<file path="config.mk">
export PLATFORM = sky130hd
export DESIGN_NAME = rsm_mult
export DESIGN_NICKNAME = d
export VERILOG_FILES = /design/src/rtl/rsm_pkg.sv /design/src/rtl/rsm_digit_cell.sv /design/src/rtl/rsm_csa.sv /design/src/rtl/rsm_ripple.sv /design/src/rtl/rsm_mult.sv
export SDC_FILE = /design/constraint.sdc
export NUM_CORES = 1
export LEC_CHECK = 0
export ABC_AREA = 1
export BUFFER_PORTS_ARGS = -buffer_cell sky130_fd_sc_hd__buf_2
export CAP_MARGIN = 20
export CORE_UTILIZATION = 35
export DETAILED_ROUTE_END_ITERATION = 8
export PLACE_DENSITY_LB_ADDON = 0.25
export SKIP_LAST_GASP = 1
export SLEW_MARGIN = 20
export SYNTH_ARGS = -nofsm -noshare
export SYNTH_HDL_FRONTEND = slang
export SYNTH_HIERARCHICAL = 1
export SYNTH_SLANG_ARGS = --single-unit
</file>
<file path="constraint.sdc">
create_clock -name vclk -period 12.5
set_clock_uncertainty 0.15 [all_clocks]
set_input_delay 1.25 -clock vclk [all_inputs]
set_output_delay 1.25 -clock vclk [all_outputs]
set_load 0.1 [all_outputs]
</file>
<file path="src/rtl/rsm_pkg.sv">
package rsm_pkg;

    // Cell kind: which of the two digit groups is interpreted as signed.
    typedef enum logic [1:0] {
        CK_UU = 2'd0,   // both groups unsigned
        CK_SA = 2'd1,   // multiplicand group signed, multiplier group unsigned
        CK_SB = 2'd2,   // multiplicand group unsigned, multiplier group signed
        CK_SS = 2'd3    // both groups signed (the single corner cell)
    } cell_kind_e;

    // Kind of the cell pairing multiplicand group ia with multiplier group ib
    // in an array of ng x ng groups: the top group of an operand is signed.
    function automatic cell_kind_e kind_of(input int ia, input int ib, input int ng);
        if (ia == ng - 1 && ib == ng - 1) return CK_SS;
        if (ia == ng - 1)                 return CK_SA;
        if (ib == ng - 1)                 return CK_SB;
        return CK_UU;
    endfunction

    function automatic bit kind_is_signed(input cell_kind_e k);
        return k != CK_UU;
    endfunction

endpackage

</file>
<file path="src/rtl/rsm_digit_cell.sv">
module rsm_digit_cell #(
    parameter int                  M    = 2,
    parameter rsm_pkg::cell_kind_e KIND = rsm_pkg::CK_UU
) (
    input  logic [M-1:0]   a_dig_i,
    input  logic [M-1:0]   b_dig_i,
    output logic [2*M-1:0] pp_o
);
    localparam int PW = 2 * M;

    typedef struct packed {
        logic signed [M:0]    ax;
        logic signed [M:0]    bx;
        logic signed [PW+1:0] prod;
        logic [PW-1:0]        raw;
        logic [PW-1:0]        pp;
    } cell_state_t;

    cell_state_t cell_d;

    always_comb begin
        cell_d = '0;
        // Widen each group by one bit, sign or zero, according to the kind.
        if (KIND == rsm_pkg::CK_SA || KIND == rsm_pkg::CK_SS)
            cell_d.ax = {a_dig_i[M-1], a_dig_i};
        else
            cell_d.ax = {1'b0, a_dig_i};
        if (KIND == rsm_pkg::CK_SB || KIND == rsm_pkg::CK_SS)
            cell_d.bx = {b_dig_i[M-1], b_dig_i};
        else
            cell_d.bx = {1'b0, b_dig_i};
        cell_d.prod = cell_d.ax * cell_d.bx;
        cell_d.raw  = cell_d.prod[PW-1:0];
        // Signed results get their top bit flipped: the value becomes
        // unsigned and is offset by +2^(PW-1), removed later by the bias row.
        if (rsm_pkg::kind_is_signed(KIND))
            cell_d.pp = {~cell_d.raw[PW-1], cell_d.raw[PW-2:0]};
        else
            cell_d.pp = cell_d.raw;
    end

    assign pp_o = cell_d.pp;

endmodule

</file>
<file path="src/rtl/rsm_csa.sv">
module rsm_csa #(
    parameter int N = 12
) (
    input  logic [N-1:0] x_i,
    input  logic [N-1:0] y_i,
    input  logic [N-1:0] z_i,
    output logic [N-1:0] sum_o,
    output logic [N-1:0] car_o
);
    typedef struct packed {
        logic [N-1:0] sum;
        logic [N-2:0] maj;
    } csa_state_t;

    csa_state_t csa_d;

    always_comb begin
        csa_d.sum = x_i ^ y_i ^ z_i;
        // The majority at the top position would land above the word and is not formed.
        csa_d.maj = (x_i[N-2:0] & y_i[N-2:0]) |
                    (x_i[N-2:0] & z_i[N-2:0]) |
                    (y_i[N-2:0] & z_i[N-2:0]);
    end

    assign sum_o = csa_d.sum;
    assign car_o = {csa_d.maj, 1'b0};

endmodule

</file>
<file path="src/rtl/rsm_ripple.sv">
module rsm_ripple #(
    parameter int N = 12
) (
    input  logic [N-1:0] x_i,
    input  logic [N-1:0] y_i,
    output logic [N-1:0] s_o
);
    logic [N-1:0] cy_w;

    assign cy_w[0] = 1'b0;

    for (genvar k = 0; k < N; k++) begin : g_fa
        assign s_o[k] = x_i[k] ^ y_i[k] ^ cy_w[k];
        if (k < N - 1) begin : g_cy
            assign cy_w[k+1] = (x_i[k] & y_i[k]) | (cy_w[k] & (x_i[k] ^ y_i[k]));
        end
    end

endmodule

</file>
<file path="src/rtl/rsm_mult.sv">
module rsm_mult #(
    parameter int W = 6,
    parameter int M = 2
) (
    input  logic [W-1:0]   a_i,
    input  logic [W-1:0]   b_i,
    output logic [2*W-1:0] p_o
);
    localparam int G  = W / M;        // digit groups per operand
    localparam int NC = G * G;        // digit cells
    localparam int R  = NC + 1;       // rows including the bias row
    localparam int NW = 2 * W;        // array width
    localparam int PW = 2 * M;        // cell output width

    // Sum of the offsets introduced by flipping the top bit of every
    // signed cell, negated modulo 2^NW.
    function automatic logic [NW-1:0] calc_bias();
        logic [NW-1:0] acc;
        acc = '0;
        for (int ia = 0; ia < G; ia++) begin
            for (int ib = 0; ib < G; ib++) begin
                if (rsm_pkg::kind_is_signed(rsm_pkg::kind_of(ia, ib, G)))
                    acc = acc - (NW'(1) << (M * (ia + ib) + PW - 1));
            end
        end
        return acc;
    endfunction

    localparam logic [NW-1:0] BIAS = calc_bias();

    typedef struct packed {
        logic [R-1:0][NW-1:0] rows;
    } row_set_t;

    logic [PW-1:0] pp_w [NC];
    row_set_t      row_d;

    // Digit cells, kind chosen by position.
    for (genvar ia = 0; ia < G; ia++) begin : g_ca
        for (genvar ib = 0; ib < G; ib++) begin : g_cb
            localparam rsm_pkg::cell_kind_e CK = rsm_pkg::kind_of(ia, ib, G);
            rsm_digit_cell #(.M(M), .KIND(CK)) u_cell (
                .a_dig_i (a_i[M*ia +: M]),
                .b_dig_i (b_i[M*ib +: M]),
                .pp_o    (pp_w[ia*G + ib])
            );
        end
    end

    // Place every cell result at its weight; last row is the constant bias.
    always_comb begin
        row_d = '0;
        for (int ia = 0; ia < G; ia++) begin
            for (int ib = 0; ib < G; ib++) begin
                row_d.rows[ia*G + ib] = {{(NW-PW){1'b0}}, pp_w[ia*G + ib]} << (M * (ia + ib));
            end
        end
        row_d.rows[R-1] = BIAS;
    end

    // Linear carry-save chain: stage k folds row k+2 into the running pair.
    logic [NW-1:0] st_sum [R-2];
    logic [NW-1:0] st_car [R-2];

    for (genvar k = 0; k < R - 2; k++) begin : g_st
        if (k == 0) begin : g_first
            rsm_csa #(.N(NW)) u_csa (
                .x_i   (row_d.rows[0]),
                .y_i   (row_d.rows[1]),
                .z_i   (row_d.rows[2]),
                .sum_o (st_sum[0]),
                .car_o (st_car[0])
            );
        end else begin : g_next
            rsm_csa #(.N(NW)) u_csa (
                .x_i   (st_sum[k-1]),
                .y_i   (st_car[k-1]),
                .z_i   (row_d.rows[k+2]),
                .sum_o (st_sum[k]),
                .car_o (st_car[k])
            );
        end
    end

    // Single carry-propagate merge; weights from 2^NW up are dropped.
    rsm_ripple #(.N(NW)) u_merge (
        .x_i (st_sum[R-3]),
        .y_i (st_car[R-3]),
        .s_o (p_o)
    );

endmodule

</file>
Yosys cells after proc, flatten, opt, wreduce, memory -nomap -nowiden --
Cells that the tools add are included. W data, S select, Z words.
Operators by class: $mul 9, bitwise gates (word level) 108
Operators by type and width (count):
- $or A11 B11 Y11 | 14
- $and A11 B11 Y11 | 9
- $xor A12 B12 Y12 | 8
- $and A11 B10 Y11 | 4
- $and A11 B8 Y11 | 4
- $xor A12 B8 Y12 | 3
- $xor A12 B10 Y12 | 2
- $and A11 B6 Y11 | 2
- $or A11 B10 Y11 | 2
- $xor A1 B1 Y1 | 21
- $mul A2 B2 Y4 | 5
- $and A1 B1 Y1 | 19
- $xor A12 B6 Y12 | 1
- $or A1 B1 Y1 | 9
- $and A4 B8 Y8 | 1
- $and A6 B8 Y8 | 1
- $mul A2 B3 Y4 | 2
- $mul A3 B2 Y4 | 2
- $and A4 B6 Y6 | 1
- $xor A4 B6 Y6 | 1
- $not A1 Y1 | 5
- $not A2 Y2 | 1
Word-level totals: flip-flop bits (word level) 0, input bits 12, word-level logic and storage cells 117

Depth between registers and ports, before layout --
Gate-level depths: netlist (run 1).
word-level depth 46, depth in mapped cells 45

Cells and area by module --
The synthesis (run 1) kept the hierarchy.
By module, submodules not included:
- rsm_csa | times used 8, cells each 22, area each 266.5 µm²
- rsm_digit_cell (g_ca[0].g_cb[2].u_cell ...) | times used 4, cells each 15, area each 81.3 µm²
- rsm_ripple | times used 1, cells each 25, area each 269.0 µm²
- rsm_digit_cell (g_ca[0].g_cb[0].u_cell ...) | times used 4, cells each 10, area each 55.1 µm²
- rsm_digit_cell (g_ca[2].g_cb[2].u_cell) | times used 1, cells each 14, area each 88.8 µm²
- rsm_mult | times used 1, cells each 2, area each 7.5 µm²

Least setup slack after synthesis (run 1) --
No wires, ideal clock.
kind input-to-output, start in b_i[4], end out p_o[11], arrival time 7.948 ns, setup slack 3.152 ns, stages 21, buffers on the path 0, cell sequence nand2_1 > fa_1 > inv_1 > ha_1 > inv_1 > nand2_1 > nand2_1 > fa_1 > fa_1 > fa_1 > fa_1 > fa_1 > fa_1 > fa_1 > fa_1 > fa_1 > fa_1 > fa_1 > inv_1 > nand3_1 > nand2_1
RTL lines:
- start, declared | RTL line rsm_mult.sv:6 | input logic [W-1:0] b_i,
- end, declared | RTL line rsm_mult.sv:7 | output logic [2*W-1:0] p_o

==> results.cfg, run 1 <==
[grt]
gr-total-overflow = 0
grt.total_usage = 0.119
grt_pass1_vias = 2289
antenna_found_initial = 0
grt_pass1_wl_mm = 8.76
grt_max_degree = 10

[route]
final_antenna_net_count = 0
drt-initial-drc-count = 32
routed-wl-met2_mm = 2.53
avgRoutedWirePerCell_um = 7.64
dr.pass1.iters = 3
vias_per_cell = 3.85
wl_mm = 4.04
dr_wl_met3_um = 36
vias = 2039
m1WireLength_mm = 1.45
maxUsedRoutingLayer = met4
drcViolationCount = 0

[setup_path]
endpoint_kind = primary output
cp_slowest_cell = fa_1
path_buf_inv = 6
crit_chain = buf_2, inv_2, fa_1, inv_1, ha_1, inv_1, nand2_1, nand2_1, fa_1, fa_1, fa_1, fa_1, fa_1, fa_1, fa_1, fa_1, fa_1, fa_1, fa_1, inv_1, nand3_1, nand2_1, buf_2
path_class = primary input to primary output
crit_fanout = 9
cpPeakStageDelay_ps = 530
crit_arrival_ps = 8220
critPathLaunchType = primary input
required_ps = 11100
crit_family = adder cells
crit_top_cell = fa_1

[cts]
cts_hold_buf = 0
postCtsResizedCells = 0
post_cts_buffers = 0

[placement]
port_buffers = 24
gp_congestion = 0.753
dpl.hpwl_mm = 4.11
pre_cts_slack_ps = 2820

[layout]
drive_above_1_share = 0.0708
nets = 556
fin_util = 0.431
ff_latch_area_um2 = 0
flops_and_latches = 0
antenna_cells = 0
area_delta_synth_final_pct = 17.5
clock_buffers = 0

[logic_synthesis]
yosys.area.top_type = fa_1
synth_area_per_cell_um2 = 9.60
synth_top_area_frac = 0.678
ys_seq_area_frac = 0
synthCells = 317
yosysMostFrequentCell = fa_1
synth_warnings = 6
synth.distinct_cells = 11
ys_top_cells_by_count = 103 x fa_1, 88 x nand2_1, 74 x inv_1
synth_area_leaders = fa_1 68%, nand2_1 11%, inv_1 9.1%
synth_area_um2 = 3040

[die]
die_h_um = 95.2
initial_utilization = 0.367
dieArea_um2 = 9070
num_rows = 33
io_pins = 24
core_um2 = 8300
die_w_um = 95.2

[status]
status = finished, final reports clean

[timing]
fin_crit_ps = 9620
maxSlewViolCount = 0
timing.final.crit_share = 0.770
rsz0062_at_grt = no
hold_viol_final = 0
setup_viol = 0
fmax_mhz = 104
finalSetupTns_ps = 0
fin_ws_ps = 2880

[job]
drv.max_cap_violation_count = 0

[hold_path]
min_path_type = primary input to primary output
==> area by class of cell <==
type,count,area [um^2]
multi-input cells,322,3030
fillers,864,4720
repair buffers,24,120
well taps,105,131
inverters,78,293
==> metrics by stage <==
| stage | hold WS (ps) | instance area (um^2) | std cells |
|---|---|---|---|
| after floorplan | 3540 | 3380 | 408 |
| after global placement | 3610 | 3580 | 529 |
| after detailed placement | 3620 | 3580 | 529 |
| after CTS | 3620 | 3580 | 529 |
| after global routing | 3720 | 3580 | 529 |
| final | 3600 | 3580 | 529 |
==> path summary, 6_finish.rpt <==
path                from  endpoint  slack [ps]  cells after the start
hold / removal    a_i[4]    p_o[9]        3600                      7
setup / recovery  b_i[5]   p_o[11]        2880                     23
==> placed cells by master, fill, tap and decap left out <==
cell type / n
ha_1: 15
conb_1: 101
buf_2: 24
inv_2: 4
nor2_1: 4
fa_1: 103
nand2_1: 88
inv_1: 74
nand3_1: 9
nor2_2: 1
nand2_2: 1
==> tightest hold or removal path: cells and delay by family <==
family                     cells  cell delay (ps)
adders and majority gates      3              540
buffers and inverters          3              640
and+or+nand+nor                1               70
==> routing by layer <==
metal	track usage	up-vias
met5	0	-
met4	0.00631	0
met3	0.000797	2
met2	0.249	15
met1	0.137	1029
li1	-	993
==> kinds of logic after synthesis <==
group                      Yosys count  synth area share
adders and majority gates          118             0.739
buffers and inverters               86             0.116
other                               10            0.0123
and+or+nand+nor                    103             0.132
Power of run 1 is left out: the tool's default activity adds up to more than one toggle a clock period on the data nets, which glitch-free logic cannot reach.
==> run 2: changes to the inputs <==
- clock period: 12.5 -> 8.8 ns (I/O delays scaled with it)
==> run 2 against run 1 <==
Sequential cell count did not move. Clock-buffer cell count did not move. Non-clock buffer count rose by 1. Global-route usage fell by 0.055 points. Worst hold slack worse by 920 ps. Wire length is 0.82% higher. Cell count up 0.19%. Critical path depth unchanged. Setup slack worse by 2600 ps. Critical endpoint unchanged. Largest cell class unchanged.
==> results.cfg, run 2 (synthesis gave the netlist of run 1 again) <==
[status]
status = finished, final reports clean

[route]
dr.pass1.iters = 4
vias = 2004
drt-initial-drc-count = 27
drcViolationCount = 0
final_antenna_net_count = 0
avgRoutedWirePerCell_um = 7.69
wl_mm = 4.08
vias_per_cell = 3.78

[timing]
maxSlewViolCount = 0
finalSetupTns_ps = 0
setup_viol = 0
hold_viol_final = 0
fin_crit_ps = 8550
fmax_mhz = 117
timing.final.crit_share = 0.972
fin_ws_ps = 249
rsz0062_at_grt = no

[hold_path]
min_path_type = primary input to primary output
hold_path_depth = 7

[cts]
post_cts_buffers = 0

[die]
core_um2 = 8300
die_h_um = 95.2
num_rows = 33
dieArea_um2 = 9070
initial_utilization = 0.367
io_pins = 24
die_w_um = 95.2

[job]
drv.max_cap_violation_count = 0

[placement]
gp_congestion = 0.766
dpl.hpwl_mm = 4.09
dp_cells = 530
pre_cts_slack_ps = 119
port_buffers = 24

[setup_path]
endpoint_kind = primary output
critPathLaunchType = primary input
crit_chain = clkbuf_4, inv_2, fa_1, inv_1, ha_1, inv_1, nand2_1, nand2_1, fa_1, fa_1, fa_1, fa_1, fa_1, fa_1, fa_1, fa_1, fa_1, fa_1, fa_1, inv_1, nand3_1, nand2_1, buf_12
path_buf_inv = 6
path_class = primary input to primary output
cp_slowest_cell = fa_1
cp.depth = 23
crit_top_cell = fa_1
required_ps = 7770
crit_family = adder cells
crit_arrival_ps = 7520
cpPeakStageDelay_ps = 560
crit_fanout = 9

[grt]
grt.total_usage = 0.118
grt_pass1_wl_mm = 8.71
gr-total-overflow = 0
antenna_found_initial = 0
grt_pass1_vias = 2223
grt_max_degree = 10

[layout]
clock_buffers = 0
flops_and_latches = 0
mostFrequentLayoutCell = fa_1
drive_above_1_share = 0.0729
stdcell_count = 530
area_delta_synth_final_pct = 18.8
final_cell_mix = 103 x fa_1, 101 x conb_1, 88 x nand2_1
nets = 557
ff_latch_area_um2 = 0
antenna_cells = 0
==> run 2: through the flow <==
stage	util	area [um^2]	hold WS, ps
floorplan	-	3380	2800
global placement	0.435	3610	2690
detailed placement	0.435	3610	2690
CTS	0.435	3610	2690
global route	0.436	3620	2800
finish	0.436	3620	2680
==> run 2: worst paths after layout <==
path / end / slack, ps / start
setup / recovery: p_o[11] / 250 / b_i[5]
hold / removal: p_o[10] / 2680 / a_i[4]
==> run 2: layout make-up <==
| class | count | area, um^2 |
|---|---|---|
| Fill cell | 855 | 4680 |
| Tap cell | 105 | 131 |
| Timing Repair Buffer | 25 | 160 |
| Multi-Input combinational cell | 322 | 3030 |
| Inverter | 78 | 293 |
==> run 2: repair_timing <==
item | CTS | global route
resized for setup | 0 | 1
hold buffers | 0 | 0
setup endpoints to repair | 0 | 2
==> run 2: worst min-delay path: cells and delay by family <==
kind	cells	cell delay, ps
buf+inv	3	390
fa+ha+maj	3	610
simple gates	1	70
==> run 2: layer usage <==
metal | vias to the layer above | part of all wire | track usage
met5 | - | 0 | 0
met4 | 0 | 0 | 0
met3 | 0 | 0.014 | 0.00159
met2 | 15 | 0.62 | 0.252
met1 | 995 | 0.37 | 0.136
li1 | 994 | - | -
Power of run 2 is left out for the same reason.
==> run 3: changes to the inputs <==
- PLACE_DENSITY: not set -> 0.5
- PLACE_DENSITY_LB_ADDON: 0.25 -> not set
==> run 3 against run 2 <==
Non-clock buffer count unchanged. Highest routed layer unchanged. Wire length is 0.52% higher. Sequential share of layout area stayed put. Global-route usage is 0.46 points higher. Cell count stayed put. Sequential cell count did not move. Clock-buffer cell count unchanged. Largest cell class unchanged. Die area stayed put. Core utilization barely moved. Setup slack improved by 80 ps.
==> results.cfg, run 3 (synthesis gave the netlist of run 1 again) <==
[die]
num_rows = 33
initial_utilization = 0.367
io_pins = 24
die_w_um = 95.2
dieArea_um2 = 9070
core_um2 = 8300
die_h_um = 95.2

[grt]
grt_pass1_wl_mm = 8.92
grt_max_degree = 9
antenna_found_initial = 0
grt_pass1_vias = 2286
grt.total_usage = 0.123
gr-total-overflow = 0

[placement]
gp_congestion = 0.690
port_buffers = 24
dpl.hpwl_mm = 4.10

[timing]
whs_ps = 2720
maxSlewViolCount = 0
finalSetupTns_ps = 0
timing.final.crit_share = 0.963
fin_crit_ps = 8470
setup_viol = 0
fmax_mhz = 118
rsz0062_at_grt = no
hold_viol_final = 0

[cts]
postCtsResizedCells = 0
cts_hold_buf = 0
post_cts_buffers = 0

[route]
vias_per_cell = 3.77
final_antenna_net_count = 0
dr.pass1.iters = 4
avgRoutedWirePerCell_um = 7.73
vias = 2000
wl_mm = 4.10
drt-initial-drc-count = 34
drcViolationCount = 0

[layout]
fin_util = 0.435
drive_above_1_share = 0.0729
ff_latch_area_um2 = 0
fillers = 861
area_delta_synth_final_pct = 18.8
final_cell_mix = 103 x fa_1, 101 x conb_1, 88 x nand2_1
flops_and_latches = 0
mostFrequentLayoutCell = fa_1
clock_buffers = 0
antenna_cells = 0
nets = 557

[setup_path]
cpPeakStageDelay_ps = 570
path_class = primary input to primary output
crit_fanout = 6
crit_family = adder cells
path_buf_inv = 5
endpoint_kind = primary output
crit_chain = buf_2, nand2_1, fa_1, inv_1, ha_1, inv_1, nand2_1, nand2_1, fa_1, fa_1, fa_1, fa_1, fa_1, fa_1, fa_1, fa_1, fa_1, fa_1, fa_1, inv_1, nand3_1, nand2_1, buf_12
critPathLaunchType = primary input
cp_slowest_cell = fa_1
crit_top_cell = fa_1
crit_arrival_ps = 7440
required_ps = 7770

[hold_path]
min_path_type = primary input to primary output
min_to = p_o[10]
hold_path_depth = 7
hold_path.startpoint = b_i[4]

[status]
status = finished, final reports clean

[job]
drv.max_cap_violation_count = 0
==> run 3: changes by cell type in the layout (fill, tap and decap cells not counted), sizes merged <==
cell,before,now
clkbuf,1,0
buf,24,25
==> run 3: layer usage <==
metal	global-route usage	wire, um	vias up
met5	0	0	-
met4	0	0	0
met3	0	16	0
met2	0.282	2710	7
met1	0.124	1380	998
li1	-	-	995
==> run 3: how the worst max path moves through the flow <==
stage | startpoint | end | slack, ps | cells past startpoint
after global placement | a_i[1] | p_o[11] | 210 | 23
after CTS | b_i[4] | p_o[11] | 90 | 23
after global routing | b_i[4] | p_o[11] | 10 | 23
after detailed placement | b_i[4] | p_o[11] | 110 | 23
final | b_i[4] | p_o[11] | 330 | 23
after floorplan | b_i[4] | p_o[11] | 190 | 21
==> run 3: cell type report <==
cell class | count | area [um^2] | share of cell area
repair buffers | 25 | 158 | 0.0436
multi-input cells | 322 | 3030 | 0.839
well taps | 105 | 131 | 0.0364
inverters | 78 | 293 | 0.0810
==> run 3: metrics by stage <==
step	cell area, um^2	instances	worst slack [ps]
finish	3610	530	329
global route	3610	530	11.4
CTS	3610	530	92.2
detailed placement	3610	530	110
global placement	3610	530	210
floorplan	3380	408	192
Power of run 3 is left out for the same reason.
